File: src/rtl/bkpt_pkg.sv
// Shared types for the breakpoint trigger unit.
// Assumes a 4-bit status; encodings are fixed by the debug data port decoding.
package bkpt_pkg;

    localparam int NUM_CMP  = 3;
    localparam int CMP_PC   = 0;
    localparam int CMP_ADDR = 1;
    localparam int CMP_DATA = 2;

    typedef enum logic [3:0] {
        ST_OFF   = 4'b0000,
        ST_WAIT1 = 4'b0001,
        ST_HIT1  = 4'b0010,
        ST_WAIT2 = 4'b0101,
        ST_HIT2  = 4'b0110
    } bkpt_state_e;

    typedef struct packed {
        logic                two_level;
        logic [NUM_CMP-1:0]  l2_en;
        logic [NUM_CMP-1:0]  l1_en;
    } trig_def_t;

endpackage

File: src/rtl/bkpt_regfile.sv
// Write-only register file for the trigger unit.
// Assumes one write per cycle; new values are visible after the clock edge.
// Also forwards a same-cycle flag and the new level-1 field for definition writes.
module bkpt_regfile
    import bkpt_pkg::*;
#(
    parameter int WORD_W = 32,
    parameter int RA_W   = 3
) (
    input  logic              clk,
    input  logic              rst_n,
    input  logic              wr_en,
    input  logic [RA_W-1:0]   wr_addr,
    input  logic [WORD_W-1:0] wr_data,
    output trig_def_t         tdef,
    output logic              tdef_wr,
    output logic [NUM_CMP-1:0] tdef_new_l1,
    output logic [WORD_W-1:0] pc_val,
    output logic [WORD_W-1:0] pc_mask,
    output logic [WORD_W-1:0] rng_lo,
    output logic [WORD_W-1:0] rng_hi,
    output logic [WORD_W-1:0] dat_val,
    output logic [WORD_W-1:0] dat_mask
);
    localparam int TDEF_W = $bits(trig_def_t);
    localparam logic [RA_W-1:0] A_TDEF  = RA_W'(0);
    localparam logic [RA_W-1:0] A_PCV   = RA_W'(1);
    localparam logic [RA_W-1:0] A_PCM   = RA_W'(2);
    localparam logic [RA_W-1:0] A_LO    = RA_W'(3);
    localparam logic [RA_W-1:0] A_HI    = RA_W'(4);
    localparam logic [RA_W-1:0] A_DV    = RA_W'(5);
    localparam logic [RA_W-1:0] A_DM    = RA_W'(6);

    // Flag a definition write so the sequencer can restart in the same edge.
    assign tdef_wr     = wr_en && (wr_addr == A_TDEF);
    assign tdef_new_l1 = wr_data[NUM_CMP-1:0];

    // Capture register writes.
    always_ff @(posedge clk) begin
        if (!rst_n) begin
            tdef     <= '0;
            pc_val   <= '0;
            pc_mask  <= '0;
            rng_lo   <= '0;
            rng_hi   <= '0;
            dat_val  <= '0;
            dat_mask <= '0;
        end else if (wr_en) begin
            case (wr_addr)
                A_TDEF:  tdef     <= trig_def_t'(wr_data[TDEF_W-1:0]);
                A_PCV:   pc_val   <= wr_data;
                A_PCM:   pc_mask  <= wr_data;
                A_LO:    rng_lo   <= wr_data;
                A_HI:    rng_hi   <= wr_data;
                A_DV:    dat_val  <= wr_data;
                A_DM:    dat_mask <= wr_data;
                default: ;
            endcase
        end
    end
endmodule

File: src/rtl/bkpt_compare.sv
// Three breakpoint comparators and the per-level "any armed match" reduction.
// Purely combinational; assumes the bus qualifiers gate their own fields.
module bkpt_compare
    import bkpt_pkg::*;
#(
    parameter int WORD_W = 32,
    parameter int LEVELS = 2
) (
    input  logic               pc_valid,
    input  logic [WORD_W-1:0]  cpu_pc,
    input  logic               opnd_valid,
    input  logic [WORD_W-1:0]  opnd_addr,
    input  logic [WORD_W-1:0]  opnd_data,
    input  logic [WORD_W-1:0]  pc_val,
    input  logic [WORD_W-1:0]  pc_mask,
    input  logic [WORD_W-1:0]  rng_lo,
    input  logic [WORD_W-1:0]  rng_hi,
    input  logic [WORD_W-1:0]  dat_val,
    input  logic [WORD_W-1:0]  dat_mask,
    input  logic [NUM_CMP-1:0] lvl_en [LEVELS],
    output logic [LEVELS-1:0]  lvl_hit
);
    logic [NUM_CMP-1:0] cmp_hit;

    // Evaluate each comparator; mask bit 1 means "don't care".
    always_comb begin
        cmp_hit           = '0;
        cmp_hit[CMP_PC]   = pc_valid && (((cpu_pc ^ pc_val) & ~pc_mask) == '0);
        cmp_hit[CMP_ADDR] = opnd_valid && (opnd_addr >= rng_lo) && (opnd_addr <= rng_hi);
        cmp_hit[CMP_DATA] = opnd_valid && (((opnd_data ^ dat_val) & ~dat_mask) == '0);
    end

    // One reduction per trigger level.
    for (genvar g = 0; g < LEVELS; g++) begin : g_lvl
        assign lvl_hit[g] = |(cmp_hit & lvl_en[g]);
    end
endmodule

File: src/rtl/bkpt_sequencer.sv
// Trigger level sequencer: holds the breakpoint status and raises a
// one-cycle pulse when the final configured level fires.
// Assumes a definition write restarts the sequence and outranks any match.
module bkpt_sequencer
    import bkpt_pkg::*;
(
    input  logic               clk,
    input  logic               rst_n,
    input  logic               tdef_wr,
    input  logic [NUM_CMP-1:0] tdef_new_l1,
    input  logic               two_level,
    input  logic [NUM_CMP-1:0] l2_en,
    input  logic               l1_hit,
    input  logic               l2_hit,
    output bkpt_state_e        state,
    output logic               pulse
);
    bkpt_state_e nxt;
    logic        nxt_pulse;
    logic        two_eff;

    assign two_eff = two_level && (l2_en != '0);

    // Next-state and pulse decision.
    always_comb begin
        nxt       = state;
        nxt_pulse = 1'b0;
        if (tdef_wr) begin
            nxt = (tdef_new_l1 != '0) ? ST_WAIT1 : ST_OFF;
        end else begin
            case (state)
                ST_WAIT1: if (l1_hit) begin
                    nxt       = ST_HIT1;
                    nxt_pulse = !two_eff;
                end
                ST_HIT1:  if (two_eff) nxt = ST_WAIT2;
                ST_WAIT2: if (l2_hit) begin
                    nxt       = ST_HIT2;
                    nxt_pulse = 1'b1;
                end
                default:  ;
            endcase
        end
    end

    // State and pulse registers.
    always_ff @(posedge clk) begin
        if (!rst_n) begin
            state <= ST_OFF;
            pulse <= 1'b0;
        end else begin
            state <= nxt;
            pulse <= nxt_pulse;
        end
    end

    AST_STATUS_LEGAL: assert property (@(posedge clk) disable iff (!rst_n)
        state inside {ST_OFF, ST_WAIT1, ST_HIT1, ST_WAIT2, ST_HIT2});
    AST_PULSE_SINGLE: assert property (@(posedge clk) disable iff (!rst_n)
        pulse |=> !pulse);
    AST_PULSE_TRIGGERED: assert property (@(posedge clk) disable iff (!rst_n)
        pulse |-> (state == ST_HIT1 || state == ST_HIT2));
    AST_L2_AFTER_WAIT2: assert property (@(posedge clk) disable iff (!rst_n)
        (state == ST_HIT2 && $past(state) != ST_HIT2) |-> $past(state) == ST_WAIT2);
    AST_WAIT2_AFTER_L1: assert property (@(posedge clk) disable iff (!rst_n)
        (state == ST_WAIT2 && $past(state) != ST_WAIT2) |-> $past(state) == ST_HIT1);
    AST_CLEAR_TO_OFF: assert property (@(posedge clk) disable iff (!rst_n)
        (tdef_wr && tdef_new_l1 == '0) |=> state == ST_OFF);
endmodule

File: src/rtl/bkpt_trigger_unit.sv
// Top of the non-halting two-level breakpoint trigger unit.
// Shows the encoded status on the debug data port whenever trace is idle.
// Assumes trace_busy marks every cycle the port carries trace information.
module bkpt_trigger_unit
    import bkpt_pkg::*;
#(
    parameter int WORD_W = 32,
    parameter int RA_W   = 3
) (
    input  logic              clk,
    input  logic              rst_n,
    input  logic              reg_wr_en,
    input  logic [RA_W-1:0]   reg_addr,
    input  logic [WORD_W-1:0] reg_wdata,
    input  logic              pc_valid,
    input  logic [WORD_W-1:0] cpu_pc,
    input  logic              opnd_valid,
    input  logic [WORD_W-1:0] opnd_addr,
    input  logic [WORD_W-1:0] opnd_data,
    input  logic              trace_busy,
    input  logic [3:0]        trace_data,
    output logic [3:0]        ddata_out,
    output logic [3:0]        bkpt_status,
    output logic              trig_pulse
);
    localparam int LEVELS = 2;

    trig_def_t          tdef;
    logic               tdef_wr;
    logic [NUM_CMP-1:0] tdef_new_l1;
    logic [WORD_W-1:0]  pc_val, pc_mask, rng_lo, rng_hi, dat_val, dat_mask;
    logic [NUM_CMP-1:0] lvl_en [LEVELS];
    logic [LEVELS-1:0]  lvl_hit;
    bkpt_state_e        state;

    bkpt_regfile #(.WORD_W(WORD_W), .RA_W(RA_W)) regs_i (
        .clk(clk), .rst_n(rst_n), .wr_en(reg_wr_en), .wr_addr(reg_addr),
        .wr_data(reg_wdata), .tdef(tdef), .tdef_wr(tdef_wr),
        .tdef_new_l1(tdef_new_l1), .pc_val(pc_val), .pc_mask(pc_mask),
        .rng_lo(rng_lo), .rng_hi(rng_hi), .dat_val(dat_val), .dat_mask(dat_mask)
    );

    assign lvl_en[0] = tdef.l1_en;
    assign lvl_en[1] = tdef.l2_en;

    bkpt_compare #(.WORD_W(WORD_W), .LEVELS(LEVELS)) cmp_i (
        .pc_valid(pc_valid), .cpu_pc(cpu_pc), .opnd_valid(opnd_valid),
        .opnd_addr(opnd_addr), .opnd_data(opnd_data), .pc_val(pc_val),
        .pc_mask(pc_mask), .rng_lo(rng_lo), .rng_hi(rng_hi), .dat_val(dat_val),
        .dat_mask(dat_mask), .lvl_en(lvl_en), .lvl_hit(lvl_hit)
    );

    bkpt_sequencer seq_i (
        .clk(clk), .rst_n(rst_n), .tdef_wr(tdef_wr), .tdef_new_l1(tdef_new_l1),
        .two_level(tdef.two_level), .l2_en(tdef.l2_en),
        .l1_hit(lvl_hit[0]), .l2_hit(lvl_hit[1]),
        .state(state), .pulse(trig_pulse)
    );

    assign bkpt_status = state;

    // Share the debug data port between trace and the encoded status.
    always_comb begin
        if (trace_busy) ddata_out = trace_data;
        else            ddata_out = {bkpt_status[2:0], 1'b0};
    end

    AST_PORT_STATUS_FORM: assert property (@(posedge clk) disable iff (!rst_n)
        !trace_busy |-> (ddata_out[0] == 1'b0 && ddata_out[3] == bkpt_status[2]));
endmodule

File: config.mk
export PLATFORM = sky130hd
export DESIGN_NAME = bkpt_trigger_unit
export DESIGN_NICKNAME = d
export VERILOG_FILES = /design/src/rtl/bkpt_pkg.sv /design/src/rtl/bkpt_regfile.sv /design/src/rtl/bkpt_compare.sv /design/src/rtl/bkpt_sequencer.sv /design/src/rtl/bkpt_trigger_unit.sv
export SDC_FILE = /design/constraint.sdc
export NUM_CORES = 1
export LEC_CHECK = 0
export ABC_AREA = 1
export BUFFER_PORTS_ARGS = -buffer_cell sky130_fd_sc_hd__buf_2
export CORE_MARGIN = 8
export CORE_UTILIZATION = 57
export CTS_CLUSTER_DIAMETER = 150
export DETAILED_ROUTE_END_ITERATION = 10
export PLACE_DENSITY = 0.8
export SLEW_MARGIN = 20
export SYNTH_ARGS = -nofsm -noshare
export SYNTH_HDL_FRONTEND = slang
export SYNTH_SLANG_ARGS = --single-unit
File: constraint.sdc
create_clock -name clk -period 2 [get_ports clk]
set_clock_uncertainty 0.05 [all_clocks]
set_input_delay 0.3 -clock clk [delete_from_list [all_inputs] [get_ports clk]]
set_output_delay 0.3 -clock clk [all_outputs]
set_load 0.03 [all_outputs]
Word level (Yosys, flattened, before mapping)
Index checks and enable logic that the tools add are counted.
{"block": "word_totals", "rom_bits": 0, "ramBits": 0, "mem_count": 0, "latchBits": 0, "inputBits": 141, "regBits": 204, "output_inout_bits": 9, "elab_cells": 68}
{"block": "op_classes", "add_sub_neg": 0, "n_bitwise": 9, "n_eq_ne": 12, "n_div": 0, "n_mul": 0, "order_cmp": 2, "muxes": 10, "shift": 0, "n_reduce_logical": 24}
{"cell": "$and 32x32->32", "count": 2}
{"cell": "$logic_not 32->1", "count": 2}
{"cell": "$not 32->32", "count": 2}
{"cell": "$xor 32x32->32", "count": 2}
{"cell": "$ge 32x32->1", "count": 1}
{"cell": "$le 32x32->1", "count": 1}
{"cell": "$mux 4", "count": 5}
{"cell": "$reduce_and 2->1", "count": 7}
{"cell": "$pmux 4 s3", "count": 1}
{"cell": "$eq 3x3->1 const B", "count": 3}
{"cell": "$ne 3x2->1 const B", "count": 3}
{"cell": "$and 3x3->3", "count": 2}
{"cell": "$eq 3x2->1 const B", "count": 2}
{"cell": "$logic_and 1x1->1", "count": 6}
{"cell": "$reduce_bool 3->1", "count": 2}
{"cell": "$reduce_or 3->1", "count": 2}
{"cell": "$eq 4x1->1 const B", "count": 1}
{"cell": "$eq 4x2->1 const B", "count": 1}
{"cell": "$eq 4x3->1 const B", "count": 1}
{"cell": "$reduce_and 4->1", "count": 1}
{"cell": "$reduce_bool 4->1", "count": 1}
{"cell": "$eq 3x1->1 const B", "count": 1}
{"cell": "$logic_not 3->1", "count": 1}
{"cell": "$mux 1", "count": 3}
{"cell": "4 further kinds", "count": 4}

Depth between registers and ports, before layout
{"block": "logic_depth", "depth_word": 9, "mapped_depth": 22, "depth_no_buf": 22}

Modules after synthesis
Synthesis repeated with hierarchy kept, for this count alone.
{"block": "unflattened", "cells_unflattened": 1760, "area_unflattened_um2": 11131.9}
{"module": "bkpt_regfile", "seq_area_each_um2": 3983.8, "cells_per_inst": 1133, "area_each_um2": 7883.8, "instances": 1}
{"module": "bkpt_compare", "seq_area_each_um2": 0.0, "cells_per_inst": 565, "area_each_um2": 2909.0, "instances": 1}
{"module": "bkpt_sequencer", "seq_area_each_um2": 80.1, "cells_per_inst": 50, "area_each_um2": 294.0, "instances": 1}
{"module": "bkpt_trigger_unit", "seq_area_each_um2": 0.0, "cells_per_inst": 12, "area_each_um2": 45.0, "instances": 1}

Worst setup path before layout
OpenSTA, ideal clock, no wires.
{"block": "synth_timing", "path_type": "flip-flop to flip-flop", "start": "reg regs_i.rng_hi[31]", "end": "reg seq_i.state[0]", "t_required_ns": 1.836, "path_stages_with_launch": 18, "arrival_ns": 1.661, "synth_period_minus_slack_ns": 1.825, "setup_ns": 0.114, "path_buffers": 0, "setup_slack_ns": 0.175, "path_cell_list": "dfxtp_1 -> inv_1 -> ha_1 -> nand2_1 -> nor2_2 -> nand2_1 -> nor4_2 -> nand2_1 -> nand2_1 -> nand2_1 -> nand3_1 -> nand3_2 -> nand2_2 -> inv_2 -> nand2_2 -> nand2_1 -> nand2_1 -> nor2_2"}
{"block": "synth_via", "elab_chain_cells": 6, "word_cells_on_any_way": 9, "classes_between": "order compare (1); eq/ne (2); bitwise (2); reduce/logical (4)"}
{"element": "start, declared", "line": "bkpt_regfile.sv:21", "text": "output logic [WORD_W-1:0] rng_hi,"}
{"element": "start signal, assigned", "line": "bkpt_regfile.sv:54", "text": "A_HI: rng_hi <= wr_data;"}
{"element": "$le 32x32->1 *", "line": "bkpt_compare.sv:29", "text": "cmp_hit[CMP_ADDR] = opnd_valid && (opnd_addr >= rng_lo) && (opnd_addr <= rng_hi);"}
{"element": "$logic_and 1x1->1 *", "line": "bkpt_compare.sv:29"}
{"element": "$and 3x3->3", "line": "bkpt_compare.sv:35", "text": "assign lvl_hit[g] = |(cmp_hit & lvl_en[g]);"}
{"element": "$reduce_or 3->1", "line": "bkpt_compare.sv:35"}
{"element": "$ne 3x2->1 (no source line)"}
{"element": "$reduce_and 4->1 (no source line) *"}
{"element": "end signal, assigned", "line": "bkpt_sequencer.sv:52", "text": "state <= nxt;"}
{"element": "end, declared", "line": "bkpt_sequencer.sv:15", "text": "output bkpt_state_e state,"}
Mark *: on every way between the ends. The rest lies on a longest branch, timed or not.
A chain may end at the register's enable or synchronous reset.

Worst setup path in the final report
{"block": "layout_timing", "start": "reg regs_i.rng_lo[5]", "end": "reg seq_i.state[0]"}
{"block": "layout_via", "elab_chain_cells": 7, "word_cells_on_any_way": 10, "classes_between": "order compare (1); eq/ne (2); bitwise (2); reduce/logical (5)"}
{"element": "start, declared", "line": "bkpt_regfile.sv:20", "text": "output logic [WORD_W-1:0] rng_lo,"}
{"element": "start signal, assigned", "line": "bkpt_regfile.sv:53", "text": "A_LO: rng_lo <= wr_data;"}
{"element": "$ge 32x32->1 *", "line": "bkpt_compare.sv:29"}
{"element": "$logic_and 1x1->1 * (2 in a row)", "line": "bkpt_compare.sv:29"}
{"element": "$and 3x3->3", "line": "bkpt_compare.sv:35"}
{"element": "$reduce_or 3->1", "line": "bkpt_compare.sv:35"}
{"element": "$ne 3x2->1 (no source line)"}
{"element": "$reduce_and 4->1 (no source line) *"}
Marked as above.

==> summary.md <==
| Metric | Value |
|---|---|
| Final setup fails | 3 |
| Psw | 2.69 mW |
| Final hold violations | 0 |
| Post-Layout Inst Area | 12,100 um^2 |
| Starting Density | 0.575 |
| Vias in the first global route | 9,339 |
| Synth cell types | 32 |
| Max-Cap Viols | 0 |
| DIE HEIGHT | 147 um |
| Clk slew on worst S/H paths | 60 ps |
| Initial antenna violation count | 5 |
| Worst path max stage delay | 330 ps |
| CTS Buf Count | 22 |
| CP top delay family | simple AND/OR/NAND/NOR gates |
| Total Power | 10.1 mW |
| Top Usage Layer GRT | met2 |
| Syn Std Cell Area | 9840 um^2 |
| GRT Resource Usage Total | 0.260 |
| Die area | 21,700 um^2 |
| PwrDens | 836 nW/um^2 |
| Synth warn | 0 |
| CP cell instances | inv_2, ha_4, nand2_2, inv_2, nand2_2, nor2_2, nor2_1, nand2_1, nand2_1, nand2_2, nand2_2, a21oi_4, nand3_2, nand2_2, nand2_2, nand2_4, nand2_4, nand2_1, nand2_1, nor2_2 |
| First-pass GRT wire length | 46,000 um |
| Critical path startpoint category | flip-flop |
| Worst-Margin Slew | 594 ps |
| Cts hold-fix bufs | 0 |
| CTS sink cnt | 203 |
| Grt ovf | 0 |
| Ys flop type | dfxtp_1 |
| Largest net degree at the start of global routing | 65 |
| Starting DRT DRC Count | 650 |
| Detailed-route wire length | 29,100 um |
| Synth area leader | dfxtp_1 |
| Clock tree root driver cell | clkbuf_16 |
| Worst min path class | in2reg |
| Register area share after synthesis | 0.413 |
| Crit path buf inv count | 2 |
| Met1 usage | 0.326 |
| Final count of pins violating max slew | 0 |
| CP Capture Type | flip-flop |
| I/O Pins | 150 |
| Post-Syn Instances | 1,405 |
| Static leakage power | 5.37 nW |
| Top cell type's share of synthesized area | 0.413 |
| Switching Fraction | 0.267 |
| Placed cell areas | 10,900 um^2 |
| Run status | complete, but fails checks |
| Setup TNS Final | -109 ps |
| Post-place setup slack | -247 ps |
| Cell row count | 48 |
| Share of cells above drive strength 1 | 0.192 |
| Vias | 9,613 |
| HPWL after DPL | 20,200 um |
| Placed Cells | 1,746 |
| Clock Power Share | 0.428 |
| Unrepaired setup endpoints after global routing | true |
| Met2 usage | 0.429 |
| Maximum root-to-sink buffer count | 3 |
| Die X | 147 um |
| Via density | 5.37 |
| Most used cell, CP | nand2_2 |
| Max Clk Rate | 0.486 GHz |
| Int Pwr | 7.40 mW |
| Drt first pass iters | 5 |
| CP max FO | 3 |
| Critical path arrival | 2450 ps |
| Fin crit share | 1.03 |
| Routed len/inst | 16.3 um |
| H-tree depth | 1 |
| Req. time, crit path | 2390 ps |
| Port Buffers | 148 |
| DRC viols | 0 |
| Nets | 1,752 |
| Slowest CP cell | dfxtp_2 |
| Fill count | 1,400 |
| FFs w/ async S/R, synth | 0 |
| ANT nets after route | 0 |
| Final Util | 0.705 |
| Failing checks | negative setup slack |
| Number of enable flip-flop cells after synthesis | 0 |
| Yosys reg bits | 203 |
| Combinational Power Share | 0.146 |
| Fin Hold WS | 50.7 ps |
| Post-Syn Nets | 1,610 |
| Average size of a mapped cell | 7.01 um^2 |
| Setup ws final | -57.5 ps |
| Worst setup path class | reg2reg |
| Clock latency on the worst-skew pair | 520 ps |
| Peak supply drop | 0.000705 V |
| Reg power frac | 0.425 |
| CTS tree | done |
| Std-Cell Core Area | 17,100 um^2 |
| Post-layout min period | 2060 ps |
| GRT met3 Usage | 0.0486 |
| Non-filler cells, final | 1,791 |
| Synth area leaders | dfxtp_1 41%, nor2_1 11%, o21ai_0 11%, ha_1 8.1%, a21oi_1 7.5% |
| Synth-to-layout area growth | 22.6% |
| RePlAce Congestion | 0.924 |
| Max_slew headroom | 0.604 |
-- power groups by stage --
stage | sequential (mW) | clock (mW) | combinational, mW
finish | 4.29 | 4.32 | 1.47
global route | 4.31 | 4.54 | 1.65
CTS | 4.29 | 4.35 | 1.38
detailed placement | 4.38 | 0 | 1.33
global placement | 4.37 | 0 | 1.30
floorplan | 4.40 | 0 | 0.778
-- logic make-up (layout without fill, tap and decap cells) --
group | Yosys count | after routing | synth area share
buffers and inverters | 207 | 365 | 0.0806
adder cells (fa/ha/maj) | 64 | 64 | 0.0813
AO/OA/AOI/OAI | 376 | 376 | 0.193
flip-flops | 203 | 203 | 0.413
other | 1 | 4 | 0.000381
XOR/XNOR | 16 | 16 | 0.0142
AND/OR/NAND/NOR | 538 | 538 | 0.217
-- worst reg2reg max path, delay by kind of cell (launching register included) --
family	cells	cell delay (ps)
fa+ha+maj	1	270
compound gates	1	160
simple gates	16	1080
flops	1	330
buf+inv	2	100
-- cells in the final DEF, fill, tap and decap left out, types with 6 or more instances in the layout --
master / netlist / layout
dfxtp_2: 0 / 9
xor2_1: 11 / 11
inv_2: 2 / 17
dfxtp_1: 203 / 194
buf_4: 1 / 24
a21oi_2: 1 / 6
ha_1: 64 / 45
o21ai_0: 220 / 215
clkbuf_8: 1 / 6
nor2_2: 3 / 8
nand2_1: 194 / 181
clkbuf_16: 0 / 22
nor2_1: 299 / 292
buf_2: 1 / 147
ha_4: 0 / 19
nand3_1: 12 / 9
inv_1: 145 / 130
a21oi_1: 147 / 141
nand2_2: 4 / 14
nand4_1: 15 / 15
-- routing by layer --
metal	vias up	part of all wire	routed length (um)
li1	4828	-	-
met1	4378	0.42	12200
met2	331	0.47	13800
met3	74	0.071	2070
met4	2	0.037	1080
met5	-	0.00045	13
-- cells in the mapped netlist, types with 2 or more instances --
master	instances
a21oi_1	147
clkbuf_1	54
inv_2	2
nor2_4	3
dfxtp_1	203
a211oi_1	2
o21a_1	4
xor2_1	11
ha_1	64
nor3_1	4
clkinv_1	2
inv_1	145
nor2_2	3
nand3_1	12
nor2_1	299
o21ai_0	220
nand4_1	15
xnor2_1	5
nand2_2	4
nand2_1	194
-- timing repair --
action / CTS / global route
gates resized for setup: 28 / 55
setup buffers: 0 / 2
hold endpoints to repair: 0 / 0
endpoints found under the setup margin: 4 / 4
pin swaps: 15 / 18
-- registers in the layout, summed over array words and instances, names as in the netlist --
register and count:
regs_i.dat_val 32, seq_i.pulse 1, regs_i.pc_val 32, regs_i.tdef 7, regs_i.pc_mask 32, regs_i.dat_mask 32, seq_i.state 3, regs_i.rng_lo 32
regs_i.rng_hi 32
-- layout make-up --
cell class              instances  area [um^2]  share of cell area
diodes                          3         7.51            0.000622
clock buffers                  32          648              0.0537
clock inverters                 8          131              0.0109
inverters                     149          559              0.0463
multi-input cells             995         5350               0.443
flip-flops and latches        203         4080               0.338
well taps                     225          282              0.0233
repair buffers                176         1020              0.0842
-- final timing paths --
check / start / endpoint / slack [ps] / cells past startpoint
worst min-delay path: reg_wdata[7] / regs_i.dat_val[7] / 50 / 3
worst max-delay path: regs_i.rng_lo[5] / seq_i.state[0] / -60 / 20
worst max register to register: regs_i.rng_lo[5] / seq_i.state[0] / -60 / 20
worst min register to register: regs_i.dat_mask[19] / regs_i.dat_mask[19] / 400 / 2
(Power assumes the default switching activity.)
